==> src/rtl/seq3_pkg.sv <==
package seq3_pkg;
    localparam int STW = 3;
    localparam logic [STW-1:0] ZERO_CODE = '0;
    localparam logic [STW-1:0] LAST_CODE = {{(STW-1){1'b0}}, 1'b1};

    typedef struct packed {
        logic [STW-1:0] state;
        logic           wrap;
    } seq3_regs_t;
endpackage

==> src/rtl/seq3_feedback.sv <==
module seq3_feedback
    import seq3_pkg::*;
(
    input  logic [STW-1:0] cur,
    output logic [STW-1:0] nxt,
    output logic           at_last
);
    // shift path: each lower bit takes the bit above it
    for (genvar i = 0; i < STW - 1; i++) begin : g_shift
        assign nxt[i] = cur[i+1];
    end

    // nonlinear fill of the top bit; closes the cycle through 000
    assign nxt[STW-1] = cur[0] ^ (cur[1] | ~cur[2]);

    assign at_last = (cur == LAST_CODE);
endmodule

==> src/rtl/seq3_cycle_gen.sv <==
module seq3_cycle_gen
    import seq3_pkg::*;
(
    input  logic           clk,
    input  logic           rst,
    input  logic           adv_en,
    input  logic           seed_ld,
    input  logic [STW-1:0] seed_val,
    output logic [STW-1:0] state_o,
    output logic           wrap_o
);
    seq3_regs_t     r_d, r_q;
    logic [STW-1:0] step_code;
    logic           step_last;

    seq3_feedback u_fb (
        .cur     (r_q.state),
        .nxt     (step_code),
        .at_last (step_last)
    );

    always_comb begin
        r_d = r_q;
        r_d.wrap = 1'b0;
        if (rst) begin
            r_d.state = ZERO_CODE;
        end else if (seed_ld) begin
            r_d.state = seed_val;
        end else if (adv_en) begin
            r_d.state = step_code;
            r_d.wrap  = step_last;
        end
    end

    always_ff @(posedge clk) begin
        r_q <= r_d;
    end

    assign state_o = r_q.state;
    assign wrap_o  = r_q.wrap;


    reset_clear_chk: assert property (@(posedge clk) disable iff (rst)
        $past(rst) |-> (state_o == ZERO_CODE && !wrap_o));


    hold_chk: assert property (@(posedge clk) disable iff (rst)
        (!$past(rst) && !$past(seed_ld) && !$past(adv_en))
        |-> (state_o == $past(state_o) && !wrap_o));


    load_chk: assert property (@(posedge clk) disable iff (rst)
        (!$past(rst) && $past(seed_ld)) |-> (state_o == $past(seed_val) && !wrap_o));


    wrap_step_chk: assert property (@(posedge clk) disable iff (rst)
        (!$past(rst) && !$past(seed_ld) && $past(adv_en) && $past(state_o) == LAST_CODE)
        |-> (state_o == ZERO_CODE && wrap_o));


    wrap_only_at_zero_chk: assert property (@(posedge clk) disable iff (rst)
        wrap_o |-> (state_o == ZERO_CODE && $past(state_o) == LAST_CODE));
endmodule

==> config.mk <==
export PLATFORM = sky130hd
export DESIGN_NAME = seq3_cycle_gen
export DESIGN_NICKNAME = d
export VERILOG_FILES = /design/src/rtl/seq3_pkg.sv /design/src/rtl/seq3_feedback.sv /design/src/rtl/seq3_cycle_gen.sv
export SDC_FILE = /design/constraint.sdc
export NUM_CORES = 1
export LEC_CHECK = 0
export BUFFER_PORTS_ARGS = -buffer_cell sky130_fd_sc_hd__buf_2
export CORE_AREA = 3 3 40 42
export CTS_CLUSTER_SIZE = 10
export DETAILED_ROUTE_END_ITERATION = 16
export DIE_AREA = 0 0 43 45
export PLACE_DENSITY = 0.38
export SETUP_SLACK_MARGIN = 0.05
export SLEW_MARGIN = 0
export SYNTH_ARGS = -nofsm -noshare
export SYNTH_HDL_FRONTEND = slang
export SYNTH_SLANG_ARGS = --single-unit
==> constraint.sdc <==
create_clock -name clk -period 1.5 [get_ports clk]
set_input_delay 0.3 -clock clk [delete_from_list [all_inputs] [get_ports clk]]
set_output_delay 0.3 -clock clk [all_outputs]
set_load 0.02 [all_outputs]
==> impl_metrics.py <==
metrics = {
    "floorplanning": {
        "dieWidth_um": 43,
        "die_height_um": 45,
        "io_pins": 11,
        "rows": 13,
        "initial_core_util_pct": 14.8,
        "coreArea_um2": 1280,
        "die-area_um2": 1940,
    },
    "yosys": {
        "syn_nets": 28,
        "netlist.area_leader.share_pct": 42.1,
        "synthSimpleGateAreaFrac_pct": 36.2,
        "yosys_warnings": 0,
        "yosysSeqAreaShare_pct": 42.1,
        "syn_avg_cell_area_um2": 9.06,
        "synthTopCellsByCount": "dfxtp_1 (4), nand2_1 (3), nor2_1 (2)",
        "yosysMostFrequentCell": "dfxtp_1",
        "ys.flop_type": "dfxtp_1",
        "ys_types": 15,
        "synth_area_um2": 190,
        "synthArstFlopShare_pct": 0,
        "synth_compound_area_share_pct": 13.8,
        "synth_top_family_by_area": "simple AND/OR/NAND/NOR gates",
        "synth_top_area_cell": "dfxtp_1",
        "syn_inst": 21,
        "synth-edff-count": 0,
        "ys_top_cells_by_area": "dfxtp_1 (42%), and4bb_1 (6.6%), mux2_1 (5.9%)",
        "synth.area.mux_share_pct": 5.92,
        "yosys_register_bits": 4,
        "synthXorXnorAreaFrac_pct": 0,
        "synthAdderAreaFrac_pct": 0,
    },
    "final_layout": {
        "regArea_um2": 80.1,
        "layout.nets": 43,
        "diodes": 0,
        "areaGrowthSynthToFinish_pct": 48.0,
        "postLayoutCoreUtil_pct": 21.9,
        "fin_cells": 49,
        "multi_input_area_um2": 106,
        "drive_above_1_share_pct": 38.2,
        "fill_cells": 144,
    },
    "placed_design": {
        "placed_cells": 46,
        "portBuffers": 10,
        "place.detailed.hpwl_um": 357,
        "gp_congestion": 0.661,
    },
    "clocking": {
        "cts_tree": "yes",
        "clkLatencyLatePin_ns": 0.23,
        "h-tree-depth": 1,
        "cts_max_path_buffers": 2,
        "path_clk_slew_ns": 0.04,
        "cts_hold_buf": 0,
        "cts_sinks": 4,
        "cts_setup_buffers": 0,
        "cts_made_buffers": 3,
        "cts-root-buf": "clkbuf_4",
        "ctsResizeCount": 0,
    },
    "worst_setup_path": {
        "regToRegEndpoint": "state_o[2]$_SDFFE_PP0P_",
        "worst_setup_path_end_kind": "flip-flop",
        "rrSetupSlack_ns": 0.29,
        "worstSetupPathType": "flip-flop to flip-flop",
        "r2r-start": "state_o[1]$_SDFFE_PP0P_",
        "rr_worst_depth": 3,
        "cp-start-kind": "flip-flop",
        "cp_max_fo": 5,
        "cp.required_ns": 1.67,
        "cp.arrival_ns": 1.38,
    },
    "drt": {
        "wl_um": 440,
        "wl_per_cell_um": 8.98,
        "drtIter0Drc": 4,
        "vias": 206,
        "drtPass1Iterations": 2,
        "via_per_inst": 4.20,
        "ant_nets": 0,
        "route.detailed.drc": 0,
    },
    "sta": {
        "period_share_pct": 80.8,
        "finalCriticalPeriod_ns": 1.21,
        "tns_ns": 0,
        "fmax_mhz": 825,
        "maxSlewHeadroom_pct": 86.5,
        "rsz0062_at_grt": "false",
        "slew_violations": 0,
        "finalHoldViolCount": 0,
        "skew_ns": 0.000638,
        "tightestPinTransition_ns": 0.202,
        "setup_viol": 0,
    },
    "global_routing": {
        "grt_pass1_vias": 178,
        "grtUsageMet3_pct": 6.37,
        "grt_max_degree": 7,
        "grtUsageTotal_pct": 5.66,
        "antenna_found_initial": 0,
        "grt_use_met2_pct": 6.29,
        "globalRouteOverflowTotal": 0,
        "top_usage_layer": "met3",
        "met1_usage_pct": 6.01,
        "grt_first_pass_wirelength_um": 703,
    },
    "min_path": {
        "hp-class": "input port to flip-flop",
        "min-delay-start": "rst",
        "hold_depth": 2,
        "hold_path_end": "state_o[1]$_SDFFE_PP0P_",
    },
    "pwr": {
        "p_leak_nw": 0.130,
        "powerDensity_nw_per_um2": 1050,
        "vdd_drop_max_v": 0.000464,
    },
    "status": {
        "status": "finished clean",
    },
    "run": {
        "max_cap_violations": 0,
    },
}
-- routing by layer --
metal  up-vias  share of wire (%)
met5         -                  0
li1        107                  -
met1        84                 50
met2        15                 33
met4         0                  0
met3         0                 17
-- kinds of logic after synthesis --
group	after synthesis
compound gates	4
buf+inv	1
mux	1
flops	4
simple gates	11
-- cell type report --
class | instances | share of cell area [%]
Inverter | 1 | 1.33
Clock buffer | 3 | 8.00
Tap cell | 15 | 6.67
Multi-Input combinational cell | 16 | 37.8
Timing Repair Buffer | 10 | 17.8
Sequential cell | 4 | 28.4
-- how the worst max path moves through the flow --
stage | cells after the start | start | to | slack, ns
3_5_place_dp | 4 | adv_en | state_o[2]$_SDFFE_PP0P_ | 0.24
2_1_floorplan | 3 | state_o[1]$_SDFFE_PP0P_ | state_o[2]$_SDFFE_PP0P_ | 0.19
4_1_cts | 3 | state_o[1]$_SDFFE_PP0P_ | state_o[2]$_SDFFE_PP0P_ | 0.28
6_report | 3 | state_o[1]$_SDFFE_PP0P_ | state_o[2]$_SDFFE_PP0P_ | 0.29
3_3_place_gp | 4 | adv_en | state_o[2]$_SDFFE_PP0P_ | 0.25
5_1_grt | 3 | state_o[1]$_SDFFE_PP0P_ | state_o[2]$_SDFFE_PP0P_ | 0.24
-- through the flow --
step | cell area [um^2] | setup slack [ns] | power (W) | hold slack [ns]
3_3_place_gp | 259 | 0.250 | 0.000165 | 0.524
2_1_floorplan | 190 | 0.191 | 0.000144 | 0.369
3_5_place_dp | 259 | 0.243 | 0.000165 | 0.526
6_report | 282 | 0.288 | 0.000297 | 0.284
4_1_cts | 282 | 0.283 | 0.000303 | 0.280
5_1_grt | 282 | 0.237 | 0.000318 | 0.290
-- placed cells by master, fill, tap and decap left out, types with 2 or more instances in the layout --
master,n
nor2_1,2
buf_2,10
clkbuf_4,3
nand2_1,3
dfxtp_1,4
-- state kept, by name (all words and copies together) (netlist names) --
register  flops
state_o       3
wrap_o        1
-- power by group --
part	internal, W	leakage (nW)	switching [W]
sequential	0.000113	0.0330	0.00000651
clock	0.0000895	0.0138	0.0000438
combinational	0.0000207	0.0829	0.0000227
total	0.000223	0.130	0.0000730
-- worst max-delay path, stage by stage (launching register included) --
cell	delay (ns)
dfxtp_1	0.36
and4bb_1	0.22
or4_1	0.46
o21ai_1	0.11
Power figures use the tool's default switching activity.
